$ cat src/rtl/lut_refill_pkg.sv
package lut_refill_pkg;
    typedef enum logic [2:0] {
        ST_IDLE, ST_DREQ, ST_DWAIT, ST_PREQ, ST_PWAIT, ST_WRITE, ST_NEXT
    } walk_st_e;

    localparam logic [2:0] LAST_WORD = 3'd4;   // descriptor is five words
    localparam logic [1:0] OFF_DESC  = 2'd0;
    localparam logic [1:0] OFF_STAT  = 2'd1;
    localparam logic [1:0] OFF_IRQ   = 2'd2;
    localparam logic [1:0] OFF_INFO  = 2'd3;
    localparam int IRQ_LAST  = 0;
    localparam int IRQ_FAULT = 1;
endpackage

$ cat src/rtl/refill_walker.sv
module refill_walker
    import lut_refill_pkg::*;
#(
    parameter int X_W   = 8,
    parameter int Y_W   = 7,
    parameter int TID_W = 2
) (
    input  logic             clk,
    input  logic             rst_n,
    input  logic             start_wr,
    input  logic             cancel_wr,
    input  logic [31:0]      start_addr,
    output logic             mem_req,
    output logic [31:0]      mem_addr,
    input  logic             mem_rvalid,
    input  logic [31:0]      mem_rdata,
    output logic             tbl_we,
    output logic [TID_W-1:0] tbl_id,
    output logic [X_W-1:0]   tbl_x,
    output logic [Y_W-1:0]   tbl_y,
    output logic [31:0]      tbl_data,
    output logic             ready,
    output logic             valid,
    output logic             done,
    output logic             err,
    output logic             fin_ok,
    output logic             fin_err,
    output logic [31:0]      desc_ptr
);
    typedef struct packed {
        walk_st_e          st;
        logic [31:0]       desc;
        logic [2:0]        widx;
        logic [31:0]       next;
        logic [X_W-1:0]    x0, x1, x;
        logic [Y_W-1:0]    y0, y1, y;
        logic              go;
        logic [TID_W-1:0]  tid;
        logic [31:0]       data;
        logic [15:0]       slot;
        logic [31:0]       pg;
        logic              valid, done, err;
    } walk_t;

    walk_t q, d;

    always_comb begin
        d       = q;
        fin_ok  = 1'b0;
        fin_err = 1'b0;
        case (q.st)
            ST_DREQ:  d.st = ST_DWAIT;
            ST_DWAIT: if (mem_rvalid) begin
                case (q.widx)
                    3'd0: d.next = mem_rdata;
                    3'd1: begin d.x0 = mem_rdata[X_W-1:0]; d.y0 = mem_rdata[16 +: Y_W]; end
                    3'd2: begin d.x1 = mem_rdata[X_W-1:0]; d.y1 = mem_rdata[16 +: Y_W]; end
                    3'd3: begin d.go = mem_rdata[0]; d.tid = mem_rdata[4 +: TID_W]; end
                    default: d.data = mem_rdata;
                endcase
                if (q.widx == LAST_WORD) begin
                    if (mem_rdata[3:0] != 4'h0 || q.x1 < q.x0 || q.y1 < q.y0) begin
                        d.err = 1'b1; d.st = ST_IDLE; fin_err = 1'b1;
                    end else if (!q.go) begin
                        d.st = ST_NEXT;
                    end else begin
                        d.x = q.x0; d.y = q.y0; d.slot = '0; d.st = ST_PREQ;
                    end
                end else begin
                    d.widx = q.widx + 3'd1;
                    d.st   = ST_DREQ;
                end
            end
            ST_PREQ:  d.st = ST_PWAIT;
            ST_PWAIT: if (mem_rvalid) begin
                d.pg = mem_rdata;
                d.st = ST_WRITE;
            end
            ST_WRITE: begin
                d.slot = q.slot + 16'd1;
                d.st   = ST_PREQ;
                if (q.x == q.x1) begin
                    d.x = q.x0;
                    if (q.y == q.y1) d.st = ST_NEXT;
                    else             d.y = q.y + 1'b1;
                end else begin
                    d.x = q.x + 1'b1;
                end
            end
            ST_NEXT: begin
                if (q.next == 32'h0) begin
                    d.valid = 1'b1; d.done = 1'b1; d.st = ST_IDLE; fin_ok = 1'b1;
                end else if (q.next[3:0] != 4'h0) begin
                    d.err = 1'b1; d.st = ST_IDLE; fin_err = 1'b1;
                end else begin
                    d.desc = q.next; d.widx = '0; d.st = ST_DREQ;
                end
            end
            default: ;
        endcase
        if (cancel_wr) begin
            d.st = ST_IDLE; d.valid = 1'b0; d.done = 1'b0; d.err = 1'b0;
            d.desc = '0;
            fin_ok = 1'b0; fin_err = 1'b0;
        end else if (start_wr) begin
            if (q.st != ST_IDLE || start_addr[3:0] != 4'h0) begin
                d.err = 1'b1; fin_err = 1'b1;
            end else begin
                d.desc = start_addr; d.widx = '0; d.st = ST_DREQ;
                d.valid = 1'b0; d.done = 1'b0;
            end
        end
    end

    always_ff @(posedge clk) begin
        if (!rst_n) begin
            q    <= '0;
            q.st <= ST_IDLE;
        end else begin
            q <= d;
        end
    end

    assign mem_req  = (q.st == ST_DREQ) || (q.st == ST_PREQ);
    assign mem_addr = (q.st == ST_DREQ) ? q.desc + {27'b0, q.widx, 2'b00}
                                        : q.data + {14'b0, q.slot, 2'b00};
    assign tbl_we   = (q.st == ST_WRITE);
    assign tbl_id   = q.tid;
    assign tbl_x    = q.x;
    assign tbl_y    = q.y;
    assign tbl_data = q.pg;
    assign ready    = (q.st == ST_IDLE);
    assign valid    = q.valid;
    assign done     = q.done;
    assign err      = q.err;
    assign desc_ptr = q.desc;


    cancel_idle_chk: assert property (@(posedge clk) disable iff (!rst_n)
        cancel_wr |=> ready);

    busy_start_err_chk: assert property (@(posedge clk) disable iff (!rst_n)
        (start_wr && !ready) |=> err);

    done_flags_chk: assert property (@(posedge clk) disable iff (!rst_n)
        $rose(done) |-> (ready && valid));

    mem_req_pulse_chk: assert property (@(posedge clk) disable iff (!rst_n)
        mem_req |=> !mem_req);
endmodule

$ cat src/rtl/refill_irq.sv
module refill_irq
    import lut_refill_pkg::*;
#(
    parameter int FIELD_W = 8
) (
    input  logic               clk,
    input  logic               rst_n,
    input  logic               set_last,
    input  logic               set_fault,
    input  logic               clr_wr,
    input  logic [FIELD_W-1:0] clr_mask,
    output logic [FIELD_W-1:0] stat,
    output logic               irq
);
    logic [FIELD_W-1:0] stat_d, stat_q, set_vec;

    always_comb begin
        set_vec            = '0;
        set_vec[IRQ_LAST]  = set_last;
        set_vec[IRQ_FAULT] = set_fault;
        stat_d = stat_q;
        if (clr_wr) stat_d = stat_d & ~clr_mask;
        stat_d = stat_d | set_vec;
    end

    always_ff @(posedge clk) begin
        if (!rst_n) stat_q <= '0;
        else        stat_q <= stat_d;
    end

    assign stat = stat_q;
    assign irq  = |stat_q;


    w1c_clear_chk: assert property (@(posedge clk) disable iff (!rst_n)
        (clr_wr && clr_mask[IRQ_LAST] && !set_last) |=> !stat_q[IRQ_LAST]);

    last_set_chk: assert property (@(posedge clk) disable iff (!rst_n)
        set_last |=> (stat_q[IRQ_LAST] && irq));
endmodule

$ cat src/rtl/lut_refill_engine.sv
module lut_refill_engine
    import lut_refill_pkg::*;
#(
    parameter int X_W         = 8,
    parameter int Y_W         = 7,
    parameter int TID_W       = 2,
    parameter int NUM_ENGINES = 1,
    parameter int NUM_TABLES  = 2
) (
    input  logic             clk,
    input  logic             rst_n,
    input  logic             reg_wr,
    input  logic [1:0]       reg_addr,
    input  logic [31:0]      reg_wdata,
    output logic [31:0]      reg_rdata,
    output logic             irq,
    output logic             mem_req,
    output logic [31:0]      mem_addr,
    input  logic             mem_rvalid,
    input  logic [31:0]      mem_rdata,
    output logic             tbl_we,
    output logic [TID_W-1:0] tbl_id,
    output logic [X_W-1:0]   tbl_x,
    output logic [Y_W-1:0]   tbl_y,
    output logic [31:0]      tbl_data
);
    localparam int FIELD_W = 8;
    localparam logic [4:0] ENG_CNT = 5'(NUM_ENGINES);
    localparam logic [4:0] TBL_CNT = 5'(NUM_TABLES);
    localparam logic [31:0] HWINFO = {3'b0, ENG_CNT, 3'b0, TBL_CNT, 16'h0};

    logic desc_wr, start_wr, cancel_wr;
    logic ready, valid, done, err, fin_ok, fin_err;
    logic [31:0] desc_ptr;
    logic [FIELD_W-1:0] irq_stat;

    assign desc_wr   = reg_wr && (reg_addr == OFF_DESC);
    assign start_wr  = desc_wr && (reg_wdata != 32'h0);
    assign cancel_wr = desc_wr && (reg_wdata == 32'h0);

    refill_walker #(.X_W(X_W), .Y_W(Y_W), .TID_W(TID_W)) u_walk (
        .clk(clk), .rst_n(rst_n),
        .start_wr(start_wr), .cancel_wr(cancel_wr), .start_addr(reg_wdata),
        .mem_req(mem_req), .mem_addr(mem_addr),
        .mem_rvalid(mem_rvalid), .mem_rdata(mem_rdata),
        .tbl_we(tbl_we), .tbl_id(tbl_id), .tbl_x(tbl_x), .tbl_y(tbl_y),
        .tbl_data(tbl_data),
        .ready(ready), .valid(valid), .done(done), .err(err),
        .fin_ok(fin_ok), .fin_err(fin_err), .desc_ptr(desc_ptr)
    );

    refill_irq #(.FIELD_W(FIELD_W)) u_irq (
        .clk(clk), .rst_n(rst_n),
        .set_last(fin_ok), .set_fault(fin_err),
        .clr_wr(reg_wr && (reg_addr == OFF_IRQ)),
        .clr_mask(reg_wdata[FIELD_W-1:0]),
        .stat(irq_stat), .irq(irq)
    );

    always_comb begin
        case (reg_addr)
            OFF_DESC: reg_rdata = desc_ptr;
            OFF_STAT: reg_rdata = {28'h0, err, done, valid, ready};
            OFF_IRQ:  reg_rdata = {{(32-FIELD_W){1'b0}}, irq_stat};
            default:  reg_rdata = HWINFO;
        endcase
    end
endmodule

$ cat config.mk
export PLATFORM = sky130hd
export DESIGN_NAME = lut_refill_engine
export DESIGN_NICKNAME = d
export VERILOG_FILES = /design/src/rtl/lut_refill_pkg.sv /design/src/rtl/refill_walker.sv /design/src/rtl/refill_irq.sv /design/src/rtl/lut_refill_engine.sv
export SDC_FILE = /design/constraint.sdc
export NUM_CORES = 1
export LEC_CHECK = 0
export ABC_CLOCK_PERIOD_IN_PS = 3300
export CAP_MARGIN = 20
export CORE_UTILIZATION = 40
export CTS_CLUSTER_DIAMETER = 150
export DETAILED_ROUTE_END_ITERATION = 6
export DONT_BUFFER_PORTS = 1
export PLACE_DENSITY_LB_ADDON = 0.15
export SLEW_MARGIN = 0
export SYNTH_ARGS = -nofsm -noshare
export SYNTH_HDL_FRONTEND = slang
export SYNTH_SLANG_ARGS = --single-unit
$ cat constraint.sdc
create_clock -name clk -period 3.3 [get_ports clk]
set_input_delay 0.33 -clock clk [delete_from_list [all_inputs] [get_ports clk]]
set_output_delay 0.33 -clock clk [all_outputs]
set_load 0.03 [all_outputs]
==> impl_metrics.yaml <==
global_route:
  grt_pass1_vias: 10338
  grt_util_all_layers: 0.257
  grt-ovfl-total: 0
  grt_pass1_wl_um: 60900
  grt_use_met1: 0.378
  grt_busiest_layer: "met1"
  grt_antenna_before_repair: 0
  use_met3: 0.0506
  grt_max_degree: 78
  met2_usage: 0.375
cells_and_area:
  fillers: 2840
  regArea_um2: 4210
  post-route-cell-area_um2: 13700
  final_layout_size_suffix_gt1_frac: 0.110
  mostFrequentLayoutCell: "nand2_1"
  fin_nets: 1676
  synthToLayoutAreaGrowth_pct: 17.4
  multi_input_area_um2: 6900
  final_cell_mix: "nand2_1, dfxtp_1, a21oi_1"
  antenna_cells: 0
  fin_util: 0.478
clock_network:
  clock-sinks: 209
  cts-root-buf: "clkbuf_16"
  cts.path.max_buffers: 3
  clk_pin_slew_worst_paths_ns: 0.06
  cts_tree: "done"
  clock_latency_ns: 0.52
  numCtsBuffers: 25
  htree_levels: 1
status:
  status: "complete, but fails checks"
  violations: "setup timing"
sta:
  worst_pin_slew_ns: 0.785
  setup_tns_ns: -0.248
  layout_setup_ws_ns: -0.0548
  timing.hold.ws_ns: 0.0128
  slew_headroom: 0.472
  final-hold-violation-count: 0
  fin_skew_ns: 0.0108
  timing.fmax_mhz: 298
  rsz0062_at_grt: "true"
  timing.final.crit_share: 1.02
  setup_viol: 9
  period_needed_ns: 3.35
  finalMaxSlewViolations: 0
logic_synthesis:
  syn-num-nets: 1649
  syn_area_um2: 11700
  yosys.area.top_type: "dfxtp_1"
  synth_seq_cells: 209
  synthArstFlopShare: 0
  synth_area_per_cell_um2: 7.62
  yosysWarnings: 0
  ys_types: 67
  synth_flop_cell: "dfxtp_1"
  synth_enable_flop_cells: 0
  synth_area_leaders: "dfxtp_1, nand2_1, a21oi_1"
  synth_top_area_share: 0.358
  ys_seq_area_frac: 0.358
  syn_inst: 1533
pwr:
  power.density_nw_per_um2: 382
  pwr-share-clk: 0.473
  p_seq_frac: 0.484
  swShare: 0.233
  p_comb_frac: 0.044
  ir_drop_mv: 0.297
  p_leak_uw: 0.00534
  p_switching_uw: 1220
  intPower_uw: 4020
route:
  routed_via_density: 5.59
  wl_per_cell_um: 20.1
  wirelength_um: 39300
  drc: 0
  first_pass_iters: 7
  antenna_left: 0
  drt-initial-drc-count: 1044
  route.vias.total: 10943
die:
  num_io_pins: 186
  die-area_um2: 29900
  die_h_um: 173
  core_area_um2: 28700
  fp.dieW_um: 173
  rows: 62
  start_util: 0.407
critical_path:
  crit_type: "reg -> out"
  crit_arrival_ns: 3.02
  critPathCaptureType: "primary output"
  worstSetupStartpointType: "flop"
  worst-path-max-fanout: 7
  worstPathRequired_ns: 2.97
placed_design:
  pre_cts_ws_ns: 0.105
  place.gp.congestion: 0.895
  dpl-instance-area_um2: 12000
  hpwl_um: 28400
  port-buffer-count: 0
hold_path:
  hp-class: "in -> reg"
job:
  max-cap-violations: 0
==> stage by stage <==
step                instances  total power (µW)
floorplan                1533              2680
global placement         1843              2720
detailed placement       1843              2720
CTS                      1956              5300
global route             1959              5420
finish                   1959              5240
==> registers in the layout (all words and copies together) (netlist names) <==
signal           count
u_walk.done          1
u_walk.tbl_data     32
u_irq.stat           8
u_walk.q           117
u_walk.desc_ptr     32
u_walk.valid         1
u_walk.err           1
u_walk.tbl_id        2
u_walk.tbl_y         7
u_walk.tbl_x         8
==> synthesized netlist by cell type, types with 6 or more instances <==
cell	n
nand2_1	316
dfxtp_1	209
a21oi_1	198
nor2_1	97
clkbuf_1	77
nand3_1	57
buf_4	49
o21ai_0	48
ha_1	44
xor2_1	41
mux2i_1	38
a211oi_1	37
inv_1	34
xnor2_1	32
and2_1	31
and3_1	26
nor4_1	23
nor3_1	15
a21o_1	13
nand2b_1	12
or3_1	10
nand4_1	9
nor2b_1	9
a22oi_1	8
buf_1	8
and4_1	7
buf_2	6
nor3b_1	6
==> worst max-delay path: stages, from the launching register on <==
cell     delay (ns)
dfxtp_4        0.35
ha_4           0.16
inv_2          0.05
fa_2           0.21
nor2b_2        0.06
o31a_1         0.33
o211a_1        0.26
a21oi_2        0.22
a31o_4         0.30
nor3_4         0.06
xnor2_1        0.12
a21oi_1        0.18
buf_4          0.19
==> power by group through the flow <==
stage / sequential [µW] / clock [µW] / combinational (µW)
2_1_floorplan: 2590 / 0 / 93.6
3_3_place_gp: 2590 / 0 / 129
3_5_place_dp: 2590 / 0 / 129
4_1_cts: 2530 / 2540 / 229
5_1_grt: 2530 / 2640 / 241
6_report: 2530 / 2480 / 229
==> worst paths after layout <==
check	start	to	slack [ns]	cells past startpoint
setup / recovery	u_walk.q[35]$_SDFFE_PN0P_	mem_addr[22]	-0.05	12
hold / removal	reg_wdata[8]	u_walk.desc_ptr[8]$_SDFF_PP0_	0.01	2
setup reg to reg	u_walk.q[130]$_SDFFE_PN0P_	u_walk.q[50]$_SDFFE_PN0P_	0.62	10
hold reg to reg	u_walk.q[101]$_SDFFE_PN0P_	u_walk.q[101]$_SDFFE_PN0P_	0.45	2
==> what timing repair did <==
action | CTS | global route
endpoints found under the setup margin | 18 | 18
pin swaps | 17 | 11
setup buffers | 4 | 3
endpoints found under the hold margin | 170 | 0
hold buffers | 67 | 0
gates resized for setup | 39 | 29
==> metal layers <==
layer / part of all wire / wire, µm / vias up
met4: 0.026 / 1040 / 0
met5: 0 / 0 / -
met1: 0.48 / 18900 / 5168
met2: 0.41 / 16300 / 400
met3: 0.081 / 3180 / 49
li1: - / - / 5326
==> cell type report <==
class | instances | share of cell area
clock inverter | 8 | 0.00338
clock buffer | 34 | 0.0488
timing repair buffer | 141 | 0.0933
tap | 384 | 0.0350
multi-input combinational | 1148 | 0.503
sequential | 209 | 0.307
inverter | 35 | 0.00976
==> logic make-up (layout without fill, tap and decap cells) <==
group | after synthesis | in the layout | share of synthesized area
adders and majority gates | 46 | 46 | 0.0505
AOI/OAI and AO/OA | 357 | 357 | 0.181
DFF | 209 | 209 | 0.358
muxes | 38 | 38 | 0.0326
buffers and inverters | 176 | 218 | 0.0736
and+or+nand+nor | 634 | 634 | 0.250
xor gates and xnor gates | 73 | 73 | 0.0547
Power figures use the tool's default switching activity.
